[src/rtl/wdt_pkg.sv]
package wdt_pkg;
  localparam logic [7:0] WDT_SFR_ADDR = 8'hA6;
  localparam logic [7:0] WDT_KEY_LO   = 8'h1E;
  localparam logic [7:0] WDT_KEY_HI   = 8'hE1;

  typedef enum logic {
    KEY_IDLE   = 1'b0,
    KEY_PRIMED = 1'b1
  } key_state_t;
endpackage

[src/rtl/wdt_key_seq.sv]
module wdt_key_seq
  import wdt_pkg::*;
#(
  parameter logic [7:0] REG_ADDR   = WDT_SFR_ADDR,
  parameter logic [7:0] KEY_FIRST  = WDT_KEY_LO,
  parameter logic [7:0] KEY_SECOND = WDT_KEY_HI
) (
  input  logic       clk,
  input  logic       rst,
  input  logic       flush,
  input  logic       we,
  input  logic [7:0] addr,
  input  logic [7:0] wdata,
  output logic       hit_o
);
  key_state_t state_q;
  logic       sel;

  assign sel   = we && (addr == REG_ADDR);
  assign hit_o = sel && (state_q == KEY_PRIMED) && (wdata == KEY_SECOND);

  always_ff @(posedge clk) begin
    if (rst || flush) begin
      state_q <= KEY_IDLE;
    end else if (sel) begin
      state_q <= (wdata == KEY_FIRST) ? KEY_PRIMED : KEY_IDLE;
    end
  end

  // only a first-key write to the register can prime the sequence
  assert_prime_by_first_R4: assert property (@(posedge clk) disable iff (rst)
    $rose(state_q == KEY_PRIMED) |-> $past(we && addr == REG_ADDR && wdata == KEY_FIRST));
endmodule

[src/rtl/wdt_pin_filter.sv]
module wdt_pin_filter #(
  parameter int FILT_MC = 2
) (
  input  logic clk,
  input  logic rst,
  input  logic mc_en,
  input  logic pin_i,
  output logic qual_o
);
  localparam int FW = $clog2(FILT_MC + 1);
  logic [FW-1:0] run_q;

  always_ff @(posedge clk) begin
    if (rst || !pin_i) begin
      run_q <= '0;
    end else if (mc_en && (run_q != FW'(FILT_MC))) begin
      run_q <= run_q + 1'b1;
    end
  end

  assign qual_o = (run_q == FW'(FILT_MC));

  // a qualified reset only appears while the pin is high
  assert_qual_needs_pin_R9: assert property (@(posedge clk) disable iff (rst)
    $rose(qual_o) |-> $past(pin_i));
  assert_qual_drops_R9: assert property (@(posedge clk) disable iff (rst)
    !pin_i |=> !qual_o);
endmodule

[src/rtl/wdt_counter.sv]
module wdt_counter #(
  parameter int CNT_W = 14
) (
  input  logic clk,
  input  logic rst,
  input  logic ext_rst,
  input  logic mc_en,
  input  logic key_hit,
  output logic armed_o,
  output logic ovf_o,
  output logic req_o
);
  localparam logic [CNT_W-1:0] CNT_MAX = {CNT_W{1'b1}};

  logic             armed_q;
  logic             req_q;
  logic [CNT_W-1:0] cnt_q;

  assign ovf_o   = armed_q && mc_en && !key_hit && !ext_rst && (cnt_q == CNT_MAX);
  assign armed_o = armed_q;
  assign req_o   = req_q;

  always_ff @(posedge clk) begin
    if (rst || ext_rst) begin
      armed_q <= 1'b0;
      cnt_q   <= '0;
      req_q   <= 1'b0;
    end else begin
      if (mc_en) req_q <= 1'b0;
      if (key_hit) begin
        armed_q <= 1'b1;
        cnt_q   <= '0;
      end else if (armed_q && mc_en) begin
        if (cnt_q == CNT_MAX) begin
          armed_q <= 1'b0;
          cnt_q   <= '0;
          req_q   <= 1'b1;
        end else begin
          cnt_q <= cnt_q + 1'b1;
        end
      end
    end
  end

  assert_count_step_R2: assert property (@(posedge clk) disable iff (rst)
    armed_q && mc_en && !key_hit && !ext_rst && (cnt_q != CNT_MAX)
      |=> cnt_q == CNT_W'($past(cnt_q) + 1'b1));
  assert_service_clears_R3: assert property (@(posedge clk) disable iff (rst)
    key_hit && !ext_rst |=> armed_q && (cnt_q == '0));
  assert_disarm_only_by_reset_R5: assert property (@(posedge clk) disable iff (rst)
    $fell(armed_q) |-> $past(ext_rst || ovf_o));
  assert_req_ends_R6: assert property (@(posedge clk) disable iff (rst)
    req_q && mc_en |=> !req_q);
  assert_req_holds_R6: assert property (@(posedge clk) disable iff (rst)
    req_q && !mc_en && !ext_rst |=> req_q);
  assert_ext_idles_R9: assert property (@(posedge clk) disable iff (rst)
    ext_rst |=> !armed_q && !req_q);
  assert_no_req_idle_R10: assert property (@(posedge clk) disable iff (rst)
    !armed_q |=> !$rose(req_q));
endmodule

[src/rtl/wdt_pulse.sv]
module wdt_pulse #(
  parameter int PULSE_LEN = 98
) (
  input  logic clk,
  input  logic rst,
  input  logic start,
  input  logic dis,
  output logic pin_o
);
  localparam int PW = $clog2(PULSE_LEN + 1);
  logic [PW-1:0] left_q;
  logic          pin_q;
  logic          fire;

  assign fire  = start && !dis;
  assign pin_o = pin_q;

  always_ff @(posedge clk) begin
    if (rst) begin
      left_q <= '0;
      pin_q  <= 1'b0;
    end else begin
      pin_q <= fire || (left_q > PW'(1));
      if (fire) left_q <= PW'(PULSE_LEN);
      else if (left_q != '0) left_q <= left_q - 1'b1;
    end
  end

  assert_pin_starts_R7: assert property (@(posedge clk) disable iff (rst)
    $rose(pin_o) |-> $past(start && !dis));
  assert_pin_suppressed_R8: assert property (@(posedge clk) disable iff (rst)
    start && dis && !pin_o |=> !pin_o);
endmodule

[src/rtl/wdt_guard.sv]
module wdt_guard
  import wdt_pkg::*;
#(
  parameter int         CNT_W      = 14,
  parameter int         PULSE_LEN  = 98,
  parameter int         FILT_MC    = 2,
  parameter logic [7:0] REG_ADDR   = WDT_SFR_ADDR,
  parameter logic [7:0] KEY_FIRST  = WDT_KEY_LO,
  parameter logic [7:0] KEY_SECOND = WDT_KEY_HI
) (
  input  logic       clk,
  input  logic       rst,
  input  logic       mc_en,
  input  logic       sfr_we,
  input  logic [7:0] sfr_addr,
  input  logic [7:0] sfr_wdata,
  input  logic       rst_pin_i,
  input  logic       rto_dis_i,
  output logic       wdt_rst_o,
  output logic       rst_pin_drive_o
);
  logic ext_rst;
  logic key_hit;
  logic armed;
  logic ovf;

  wdt_pin_filter #(.FILT_MC(FILT_MC)) u_filter (
    .clk(clk), .rst(rst), .mc_en(mc_en), .pin_i(rst_pin_i), .qual_o(ext_rst)
  );

  wdt_key_seq #(.REG_ADDR(REG_ADDR), .KEY_FIRST(KEY_FIRST), .KEY_SECOND(KEY_SECOND)) u_keys (
    .clk(clk), .rst(rst), .flush(ext_rst || ovf), .we(sfr_we),
    .addr(sfr_addr), .wdata(sfr_wdata), .hit_o(key_hit)
  );

  wdt_counter #(.CNT_W(CNT_W)) u_count (
    .clk(clk), .rst(rst), .ext_rst(ext_rst), .mc_en(mc_en), .key_hit(key_hit),
    .armed_o(armed), .ovf_o(ovf), .req_o(wdt_rst_o)
  );

  wdt_pulse #(.PULSE_LEN(PULSE_LEN)) u_pulse (
    .clk(clk), .rst(rst), .start(ovf), .dis(rto_dis_i), .pin_o(rst_pin_drive_o)
  );

  assert_arm_on_key_R2: assert property (@(posedge clk) disable iff (rst)
    $rose(armed) |-> $past(sfr_we && sfr_addr == REG_ADDR && sfr_wdata == KEY_SECOND));
  assert_pin_with_req_R7: assert property (@(posedge clk) disable iff (rst)
    $rose(rst_pin_drive_o) |-> $rose(wdt_rst_o));
  assert_pin_off_when_disabled_R8: assert property (@(posedge clk) disable iff (rst)
    $rose(wdt_rst_o) && $past(rto_dis_i) |-> !rst_pin_drive_o);
endmodule

[config.mk]
export PLATFORM = sky130hd
export DESIGN_NAME = wdt_guard
export DESIGN_NICKNAME = d
export VERILOG_FILES = /design/src/rtl/wdt_pkg.sv /design/src/rtl/wdt_key_seq.sv /design/src/rtl/wdt_pin_filter.sv /design/src/rtl/wdt_counter.sv /design/src/rtl/wdt_pulse.sv /design/src/rtl/wdt_guard.sv
export SDC_FILE = /design/constraint.sdc
export NUM_CORES = 1
export LEC_CHECK = 0
export BUFFER_PORTS_ARGS = -buffer_cell sky130_fd_sc_hd__buf_2
export CORE_UTILIZATION = 49
export DETAILED_ROUTE_END_ITERATION = 16
export PLACE_DENSITY = 0.75
export SETUP_SLACK_MARGIN = 0.4
export SLEW_MARGIN = 20
export SYNTH_ARGS = -nofsm -noshare
export SYNTH_HDL_FRONTEND = slang
export SYNTH_SLANG_ARGS = --single-unit
[constraint.sdc]
create_clock -name clk -period 1.4 [get_ports clk]
set_input_delay 0.07 -clock clk [delete_from_list [all_inputs] [get_ports clk]]
set_output_delay 0.07 -clock clk [all_outputs]
set_load 0.02 [all_outputs]
==> run_results.csv <==
group,metric,value,unit
status,status,"finished, violations left",
status,violations,"negative setup slack",
die,initial_core_util,51.8,%
power,ir_drop,1.16,mV
worst_setup_path,rr_startpoint,"u_count.cnt_q[0]",
yosys,avgSynthCellArea,8.93,um2
sta,hold_violations,0,
clock_network,cts_root_buf,"clkbuf_4",
placed_design,dpl.hpwl,2520,um
sta,worst_slew_pin_slew,0.391,ns
yosys,synth_cell_types,41,
die,row_count,19,
worst_setup_path,cp-end-kind,"flop",
sta,fin_ws,-0.122,ns
clock_network,cts_tree,"yes",
yosys,synth-compound-area-share,10.9,%
placed_design,port_buffers,23,
clock_network,clockBufferDepth,2,
global_route,grt_pass1_wl,6420,um
yosys,synth-simple-area-share,34.0,%
yosys,synth-main-ff-cell,"dfxtp_1",
clock_network,cts-buffers-inserted,3,
yosys,synthAdderAreaFrac,4.38,%
yosys,synth_top_family_by_area,"simple AND/OR/NAND/NOR gates",
detailed_routing,routed_wirelength,4080,um
layout,final_common_cell,"buf_4",
detailed_routing,viasPerCell,5.90,
min_path,hp-class,"input pin to flop",
worst_setup_path,rrSetupSlack,-0.12,ns
worst_setup_path,crit_type,"flop to flop",
min_path,hold_depth,3,
yosys,synthCells,160,
sta,fmax,0.657,GHz
sta,rsz0062_at_grt,"true",
global_route,grt-ovfl-total,0,
layout,drive_gt1_share,52.5,%
flow_run,drv_cap,0,
yosys,netlist_area,1430,um2
worst_setup_path,cp-start-kind,"flop",
detailed_routing,drc_errors,0,
layout,stdcell_area,2110,um2
global_route,grt_max_degree,17,
detailed_routing,drtAntennaViolNets,0,
clock_network,clk_latency,0.35,ns
layout,fillCellCount,177,
layout,num_antenna_cells,0,
clock_network,clk_pin_slew_worst_paths,0.15,ns
die,core_area,2760,um2
layout,final_cell_mix,"buf_4, buf_2, dfxtp_1",
sta,finalCriticalPeriod,1.52,ns
layout,area_growth,47.7,%
clock_network,cts.htree.levels,1,
global_route,antenna_found_initial,0,
placed_design,dpl.cell_count,229,
detailed_routing,drt_first_iter_violations,85,
min_path,hold_path_startpoint,"rst",
placed_design,place_ws,-0.0678,ns
die,io_pins,24,
power,leakage,0.799,nW
placed_design,placed_area,1790,um2
sta,clock_skew,0.00419,ns
global_route,grtUsageTotal,26.2,%
sta,whs,0.0370,ns
layout,layout.cells.non_filler,248,
worst_setup_path,crit_slowest_cell,"dfxtp_4",
sta,finalSetupViolations,15,
placed_design,gp_congestion,0.817,
detailed_routing,dr_total_vias,1463,
power,power_density,1100,nW/um2
yosys,ys_ff_latch,27,
die,chipWidth,56,um
global_route,grt_pass1_vias,1414,
die,die-area,3140,um2
layout,nets,245,
yosys,synthesis.nets,187,
detailed_routing,dr.pass1.iters,4,
worst_setup_path,required,1.65,ns
yosys,synth_xor_xnor_area_share,8.58,%
clock_network,cts_sinks,27,
sta,slew_headroom,73.7,%
worst_setup_path,r2r_cells,5,
worst_setup_path,slowest_delay,0.39,ns
min_path,hold_end,"u_filter.run_q[0]",
worst_setup_path,rr_endpoint,"u_pulse.left_q[0]",
sta,period_share,109,%
yosys,yosysWarnings,0,
yosys,synthArstFlopShare,0,%
yosys,synthMuxAreaShare,2.98,%
worst_setup_path,arrival,1.77,ns
sta,slew_viol_final,0,
yosys,synth-seq-area-share,37.8,%
worst_setup_path,crit_path_cell_trace,"ha_4, nand3_4, nor4_4, o211ai_4, nor3b_2",
detailed_routing,wl_per_cell,16.4,um
die,die_y,56,um
yosys,synth_edf_count,0,
worst_setup_path,cp_max_fo,8,
[cell type report]
| type | instances | area (um2) | share of cell area [%] |
|---|---|---|---|
| multi-input cells | 128 | 1100 | 51.9 |
| flip-flops and latches | 27 | 566 | 26.8 |
| repair buffers | 54 | 365 | 17.3 |
| well taps | 31 | 38.8 | 1.84 |
| clock buffers | 3 | 22.5 | 1.07 |
| inverters | 4 | 15.0 | 0.711 |
| clock inverters | 1 | 7.51 | 0.356 |
[critical path, delay by kind of cell (launching register included)]
family	cells	cell delay [ns]
and+or+nand+nor	3	0.69
AOI/OAI and AO/OA	1	0.18
adders and majority gates	1	0.17
DFF	1	0.39
[how the worst max path moves through the flow]
stage,end,slack (ns),from
after detailed placement,u_count.cnt_q[10],-0.07,u_count.cnt_q[0]
final,u_pulse.left_q[0],-0.12,u_count.cnt_q[0]
after floorplan,u_count.cnt_q[10],0.001,u_count.cnt_q[1]
after CTS,u_count.armed_o,-0.02,u_keys.state_q
after global routing,u_pulse.pin_o,-0.17,u_count.cnt_q[0]
after global placement,u_count.cnt_q[10],-0.01,u_count.cnt_q[1]
[cell families (layout without fill, tap and decap cells)]
logic type | count (synthesis) | after routing
and+or+nand+nor | 83 | 83
adders and majority gates | 5 | 5
AOI/OAI and AO/OA | 22 | 22
xor gates and xnor gates | 14 | 14
DFF | 27 | 27
muxes | 4 | 4
buffers and inverters | 5 | 62
[power by group]
part	switching (W)	leakage [nW]	internal, W
Sequential	0.000112	0.226	0.000873
Clock	0.000256	0.0139	0.000110
Combinational	0.000466	0.558	0.000513
[metal layers]
layer  share of wire (%)  global-route usage (%)  up-vias
met1                  41                    31.0      687
met5                   0                       0        -
met4                 2.7                    12.9        0
met2                  50                    44.4       59
li1                    -                       -      704
met3                 7.0                    6.05       13
[stage by stage]
stage                     power [W]  utilization, %  TNS, ns
after floorplan             0.00159               -        0
after global placement      0.00171            64.9  -0.0144
after detailed placement    0.00177            64.9   -0.220
after CTS                   0.00226            73.4  -0.0916
after global routing        0.00244            76.5    -2.18
final                       0.00233            76.5   -0.997
[synthesized netlist by cell type (3+ instances only)]
| library cell | instances | area share (%) |
|---|---|---|
| nand4_1 | 9 | 3.9 |
| nand2b_1 | 4 | 1.8 |
| nor2b_1 | 3 | 1.3 |
| xor2_1 | 4 | 2.5 |
| a21oi_1 | 6 | 2.1 |
| nor3b_1 | 6 | 3.2 |
| nor3_1 | 10 | 3.5 |
| inv_1 | 4 | 1.1 |
| or3_1 | 3 | 1.3 |
| nor2_1 | 16 | 4.2 |
| ha_1 | 5 | 4.4 |
| and3_1 | 3 | 1.3 |
| dfxtp_1 | 27 | 38 |
| xnor2_1 | 10 | 6.1 |
| o21ai_0 | 4 | 1.4 |
| nand3_1 | 5 | 1.8 |
| nand2_1 | 10 | 2.6 |
[registers in the layout (all words and copies together), names as in the netlist]
name,cells
u_count.armed_o,1
u_count.cnt_q,14
u_count.req_o,1
u_filter.run_q,2
u_keys.state_q,1
u_pulse.left_q,7
u_pulse.pin_o,1
[what timing repair did]
item / in CTS / in global routing
gates resized for setup: 28 / 11
pin swaps: 4 / 9
buffers inserted: 9 / 4
hold buffers: 2 / 0
endpoints found under the hold margin: 7 / 0
setup endpoints to repair: 27 / 27
Note: power is estimated with default switching activity, not from simulation.
